==> config.mk <==
export PLATFORM = sky130hd
export DESIGN_NAME = sar_trig_reader
export DESIGN_NICKNAME = d
export VERILOG_FILES = /design/src/rtl/sar_trig_reader.sv
export SDC_FILE = /design/constraint.sdc
export NUM_CORES = 1
export LEC_CHECK = 0
export BUFFER_PORTS_ARGS = -buffer_cell sky130_fd_sc_hd__buf_2
export CAP_MARGIN = 20
export CORE_MARGIN = 2
export CORE_UTILIZATION = 58
export CTS_CLUSTER_SIZE = 14
export DETAILED_ROUTE_END_ITERATION = 7
export PLACE_DENSITY = 0.79
export SKIP_CTS_REPAIR_TIMING = 1
export SLEW_MARGIN = 20
export SYNTH_ARGS = -nofsm -noshare
export SYNTH_HDL_FRONTEND = slang
export SYNTH_SLANG_ARGS = --single-unit
==> constraint.sdc <==
create_clock -name clk -period 2.4 [get_ports clk]
set_clock_uncertainty 0.1 [all_clocks]
set_input_delay 0.12 -clock clk [delete_from_list [all_inputs] [get_ports clk]]
set_output_delay 0.12 -clock clk [all_outputs]
set_load 0.01 [all_outputs]
==> src/rtl/sar_trig_reader.sv <==
`timescale 1ns/1ps
module sar_trig_reader #(
  parameter int WIDTH       = 16,
  parameter int CONV_CYCLES = 450,
  parameter int SCK_HALF    = 7
) (
  input  logic             clk,
  input  logic             rst_n,
  input  logic             trig,
  input  logic             clr_ovr,
  input  logic             sdo_in,
  output logic             cnv_o,
  output logic             sck_o,
  output logic             sdi_o,
  output logic [WIDTH-1:0] data_o,
  output logic             valid_o,
  output logic             busy_o,
  output logic             overrun_o
);
  localparam int CW = $clog2(CONV_CYCLES + 1);
  localparam int DW = $clog2(SCK_HALF + 1);
  localparam int BW = $clog2(WIDTH + 1);

  typedef enum logic [1:0] {S_IDLE, S_CONV, S_READ, S_TAIL} st_t;

  st_t              state;
  logic             trig_q;
  logic [CW-1:0]    hold_cnt;
  logic [DW-1:0]    div_cnt;
  logic [BW-1:0]    nbits;
  logic [WIDTH-1:0] shreg;
  logic             trig_fall;
  logic             half_done;

  assign trig_fall = trig_q & ~trig;
  assign half_done = (div_cnt == DW'(SCK_HALF - 1));
  assign cnv_o     = (state == S_CONV);
  assign busy_o    = (state != S_IDLE);
  assign sdi_o     = 1'b1;

  always_ff @(posedge clk or negedge rst_n) begin
    if (!rst_n) begin
      state     <= S_IDLE;
      trig_q    <= 1'b1;
      hold_cnt  <= '0;
      div_cnt   <= '0;
      nbits     <= '0;
      shreg     <= '0;
      sck_o     <= 1'b0;
      data_o    <= '0;
      valid_o   <= 1'b0;
      overrun_o <= 1'b0;
    end else begin
      trig_q  <= trig;
      valid_o <= 1'b0;

      if (trig_fall && state != S_IDLE) overrun_o <= 1'b1;
      else if (clr_ovr)                 overrun_o <= 1'b0;

      case (state)
        S_IDLE: begin
          if (trig_fall) begin
            state    <= S_CONV;
            hold_cnt <= '0;
          end
        end
        S_CONV: begin
          if (hold_cnt == CW'(CONV_CYCLES - 1)) begin
            state   <= S_READ;
            div_cnt <= '0;
            nbits   <= '0;
          end else begin
            hold_cnt <= hold_cnt + 1'b1;
          end
        end
        S_READ: begin
          if (half_done) begin
            div_cnt <= '0;
            sck_o   <= ~sck_o;
            if (!sck_o) begin
              shreg <= {shreg[WIDTH-2:0], sdo_in};
              nbits <= nbits + 1'b1;
              if (nbits == BW'(WIDTH - 1)) state <= S_TAIL;
            end
          end else begin
            div_cnt <= div_cnt + 1'b1;
          end
        end
        default: begin
          if (half_done) begin
            div_cnt <= '0;
            sck_o   <= 1'b0;
            data_o  <= shreg;
            valid_o <= 1'b1;
            state   <= S_IDLE;
          end else begin
            div_cnt <= div_cnt + 1'b1;
          end
        end
      endcase
    end
  end
endmodule

Word level (Yosys, flattened, before mapping):

Cells that the tools add are included.

* $add $sub $neg: 3
* eq/ne operators: 11
* muxes and demuxes: 24
* bitwise logic cells: 6
* reduce and logical (&&, ||, !) cells: 16

Operators by type and width (count)
* 9-bit two-way mux: 2
* 9-bit one-hot mux with 2 select lines: 1
* 5-bit two-way mux: 3
* 2-bit two-way mux: 6
* 2-bit inequality test (second input constant): 5
* 5-bit one-hot mux with 2 select lines: 1
* 9-bit by 1-bit adder with 9-bit output (second input constant): 1
* 9-bit == test (second input constant): 1
* 2-bit nonzero test: 4
* 1-bit two-way mux: 6
* 3-bit two-way mux: 2
* 2-bit one-hot mux with 3 select lines: 1
* 3-bit one-hot mux with 2 select lines: 1
* 2-bit AND reduction: 3
* 3-bit AND reduction: 2
* 6-bit AND reduction: 1
* 5-bit by 1-bit adder with 5-bit output (second input constant): 1
* 5-bit by 4-bit == test with 1-bit output (second input constant): 1
* 1-bit NOT: 5
* 4-bit AND reduction: 1
* 3-bit by 1-bit adder with 3-bit output (second input constant): 1
* 3-bit == test (second input constant): 1
* 3-bit nonzero test: 1
* 3-bit OR reduction: 1
* 8 further kinds: 8

* register bits after elaboration: 55
* input bits: 5
* output and inout bits: 22

Longest topological paths before layout:

* depth in word-level cells: 5
* gate-level depth with buffers: 7

Worst setup path before layout:

OpenSTA, ideal clock, no wires.

* path type: register to register
* start point: reg state[1]
* end point: reg hold_cnt[7]
* data arrival time: 1.659 ns
* slack: 0.495 ns
* stages on the path, launching flop included: 8
* path buffers: 1
* clock period less this slack: 1.905 ns
* cell sequence: dfrtp_1 inv_1 ha_1 clkbuf_1 nor2_1 a21o_1 a21oi_1 o221ai_1

* word-level cells in the longest chain between the ends: 3
* elaborated cells between the ends (all ways): 7

Ends and longest elaborated chain
* start: declaration: RTL line 26 `st_t state;`
* start signal: assignment: RTL line 43 `state <= S_IDLE;`
* start signal: assignment: RTL line 63 `state <= S_CONV;`
* start signal: assignment: RTL line 69 `state <= S_READ;`
* 2-bit by 1-bit == test with 1-bit output (*)
* named net cnv_o: RTL line 12 `output logic cnv_o,`
* 2-bit inequality test (no line) / 2-bit nonzero test (equally long branches)
* 3-bit AND reduction (no line)
* end signal: assignment: RTL line 73 `hold_cnt <= hold_cnt + 1'b1;`
* end: declaration: RTL line 28 `logic [CW-1:0] hold_cnt;`

Mark *: on every way through the listed nets, which the timed path passes. The rest lies on a longest branch.
A chain may end at the register's enable or synchronous reset.

Worst setup path in the final report:

* start point: reg hold_cnt[1]
* end point: reg state[1]

* word-level cells in the longest chain between the ends: 3

Ends and longest elaborated chain
* 9-bit == test: RTL line 68 `if (hold_cnt == CW'(CONV_CYCLES - 1)) begin`
* 2-bit by 1-bit inequality test with 1-bit output (no line)
* 6-bit AND reduction (no line)
* end signal: assignment: RTL line 63
* end signal: assignment: RTL line 69
* end signal: assignment: RTL line 83 `if (nbits == BW'(WIDTH - 1)) state <= S_TAIL;`

No other way between the ends.

==> results.md <==
* Grt ovf at 0
* Hold crit path type: in -> reg
* Port bufs at 25
* Hold path start: trig
* Dominant synthesized flop cell: dfrtp_1
* Chip Height at 70.7 um
* CP Launch Type: register
* Critical path arrival at 2.26 ns
* VDD IR max at 0.000488 V
* Routed wire length at 4770 um
* Asr flop ratio synth at 1.00
* Logic pwr share at 0.024
* Fmax at 464 MHz
* Average size of a mapped cell at 12.2 um^2
* Filler cell count at 339
* Period utilisation layout at 0.897
* N_diodes at 0
* DR vias at 1713
* Cell Pwr Density at 506 nW/um^2
* Worst slew margin at 0.411
* Sink Count at 55
* Max Cap Viol at 0
* Final net count at 260
* Die ar. at 5000 um^2
* Clk_lat worst skew at 0.31 ns
* Clock buffer depth at 2
* Root buffer cell: clkbuf_8
* Num CTS Buffers at 5
* Switching Share at 0.224
* Die X at 70.7 um
* Setup TNS at 0 ns
* Initial core utilization at 0.596
* Endpoints failing hold at 0
* Hpwl dp at 3270 um
* Pin count of the biggest net entering global routing at 42
* Routability cong. at 0.855
* Power share of the clock group at 0.349
* Post-synthesis sequential area ratio at 0.534
* Post-synth EDFFs at 0
* Design area at 2930 um^2
* First-pass GRT wire length at 7960 um
* CTS tree: done
* CP Capture Type: register
* CP Class: reg -> reg
* CP required at 2.51 ns
* Post-Syn Area at 2580 um^2
* Flops & latches, synth at 55
* Via density per instance at 5.71
* Setup crit start: hold_cnt[1]
* Unrepaired setup endpoints after global routing: false
* Final-report setup violation count at 0
* Yosys warns at 0
* Routed wire per std cell at 15.9 um
* Initial antenna violation count at 0
* Initial DRC count at 157
* Tightest Pin Transition at 0.884 ns
* Status: complete, no violations
* Syn Nets at 224
* H-tree Lvls at 2
* Clock transition at the registers of the reported paths at 0.10 ns
* # DRC at 0
* Syn Inst Count at 211
* Drt first pass iters at 4
* CP max FO at 13
* Placed instance area at 2800 um^2
* Vias in the first global route at 1706
* Max-slew violations at 0
* Tot GR Track Use at 0.201
* Sequential share of power at 0.627
* Num ports at 27
* Row count at 24
* Layout cell share with drive strength beyond 1 at 0.323
* Clock period minus worst slack at 2.15 ns
* Netlist cell types at 43
* Sw Pwr at 332 uW
* Core area at 4320 um^2
* Antenna-violating nets left at 0
* Cell-internal power at 1.15 mW
* P&R area growth vs syn at 13.5%
* Leakage power total at 1.52 nW
* Reg2reg start: hold_cnt[1]
## final timing paths
check                           slack, ns         end  depth (start not counted)
max in group asynchronous            1.11  div_cnt[2]                          3
worst min-delay path                 0.36      trig_q                          2
min in group asynchronous            0.39  data_o[11]                          2
worst max register to register       0.25    state[1]                          6
worst max-delay path                 0.25    state[1]                          6
worst min register to register       0.41  data_o[13]                          1
## layout by cell type, fill, tap and decap left out, types with 2 or more instances in the layout
cell type | netlist | layout
o221ai_1 | 4 | 4
nand3b_1 | 2 | 2
nor4b_1 | 3 | 3
o2bb2ai_1 | 2 | 2
nor2_1 | 2 | 2
a31oi_1 | 3 | 3
a211o_1 | 2 | 2
mux2_2 | 33 | 33
and4_1 | 2 | 2
nand2_1 | 12 | 12
buf_4 | 1 | 10
dfrtp_1 | 54 | 54
o22ai_1 | 3 | 3
buf_2 | 3 | 25
a21oi_1 | 5 | 5
clkbuf_8 | 0 | 5
mux2i_1 | 4 | 4
and3_1 | 4 | 4
dlygate4sd3_1 | 0 | 4
nor2b_1 | 2 | 2
nand3_1 | 8 | 8
nor3_1 | 4 | 4
o21bai_1 | 2 | 2
o21ai_0 | 10 | 10
a21o_1 | 3 | 3
inv_1 | 12 | 12
ha_1 | 8 | 8
## state kept, by name (all words and copies together), names as in the netlist
| signal | flops |
|---|---|
| sck_o | 1 |
| shreg | 16 |
| valid_o | 1 |
| hold_cnt | 9 |
| div_cnt | 3 |
| overrun_o | 1 |
| state | 2 |
| nbits | 5 |
| trig_q | 1 |
| data_o | 16 |
## power groups by stage
stage | Sequential [mW] | Clock, mW | Combinational [mW]
4_1_cts | 0.930 | 0.527 | 0.0311
6_report | 0.930 | 0.517 | 0.0350
5_1_grt | 0.930 | 0.559 | 0.0398
2_1_floorplan | 0.949 | 0 | 0.00468
3_5_place_dp | 0.948 | 0 | 0.0311
3_3_place_gp | 0.948 | 0 | 0.0305
## cell families after synthesis
kind of cell,after synthesis,share of synthesized area
other,1,0.00145
xor gates and xnor gates,1,0.00340
adders and majority gates,8,0.0388
DFF,55,0.534
AOI/OAI and AO/OA,40,0.114
buffers and inverters,22,0.0349
muxes,38,0.165
and+or+nand+nor,46,0.108
## synthesized netlist by cell type (all sizes together) (3+ instances only)
cell type	number	area, um^2
dfrtp	54	1350
mux2	34	387
inv	12	45.0
nand2	12	45.0
o21ai	10	50.1
ha	8	100
nand3	8	40.0
clkbuf	6	22.5
a21oi	5	25.0
and3	4	25.0
buf	4	22.5
mux2i	4	40.0
nor3	4	20.0
nor4b	4	50.1
o221ai	4	35.0
a21o	3	22.5
a31oi	3	18.8
o22ai	3	18.8
## worst max-delay path: stages (launching register included)
cell	delay [ns]
dfrtp_1	0.43
inv_1	0.09
ha_1	0.13
nor2b_1	0.28
a41oi_4	0.26
a2111o_1	0.46
mux2_4	0.31
## layer usage
| layer | routed length (um) | track usage |
|---|---|---|
| met1 | 2250 | 0.272 |
| met5 | 0 | 0 |
| met2 | 2290 | 0.324 |
| met4 | 62 | 0.0734 |
| met3 | 169 | 0.0442 |
## layout make-up
class | count | area [um^2] | area share
flip-flops and latches | 55 | 1380 | 0.471
multi-input cells | 134 | 1110 | 0.379
repair buffers | 39 | 240 | 0.0821
clock buffers | 6 | 72.6 | 0.0248
well taps | 52 | 65.1 | 0.0222
inverters | 12 | 45.0 | 0.0154
clock inverters | 2 | 16.3 | 0.00556
## through the flow
stage / hold WS (ns) / utilization / std cells / setup WS [ns] / power, mW
finish: 0.361 / 0.677 / 300 / 0.247 / 1.48
global placement: 0.136 / 0.647 / 288 / 0.357 / 0.978
CTS: -0.194 / 0.668 / 296 / 0.255 / 1.49
floorplan: -0.276 / - / 211 / 0.495 / 0.954
global route: 0.366 / 0.677 / 300 / 0.147 / 1.53
detailed placement: 0.142 / 0.647 / 288 / 0.269 / 0.979
(Power assumes the default switching activity.)
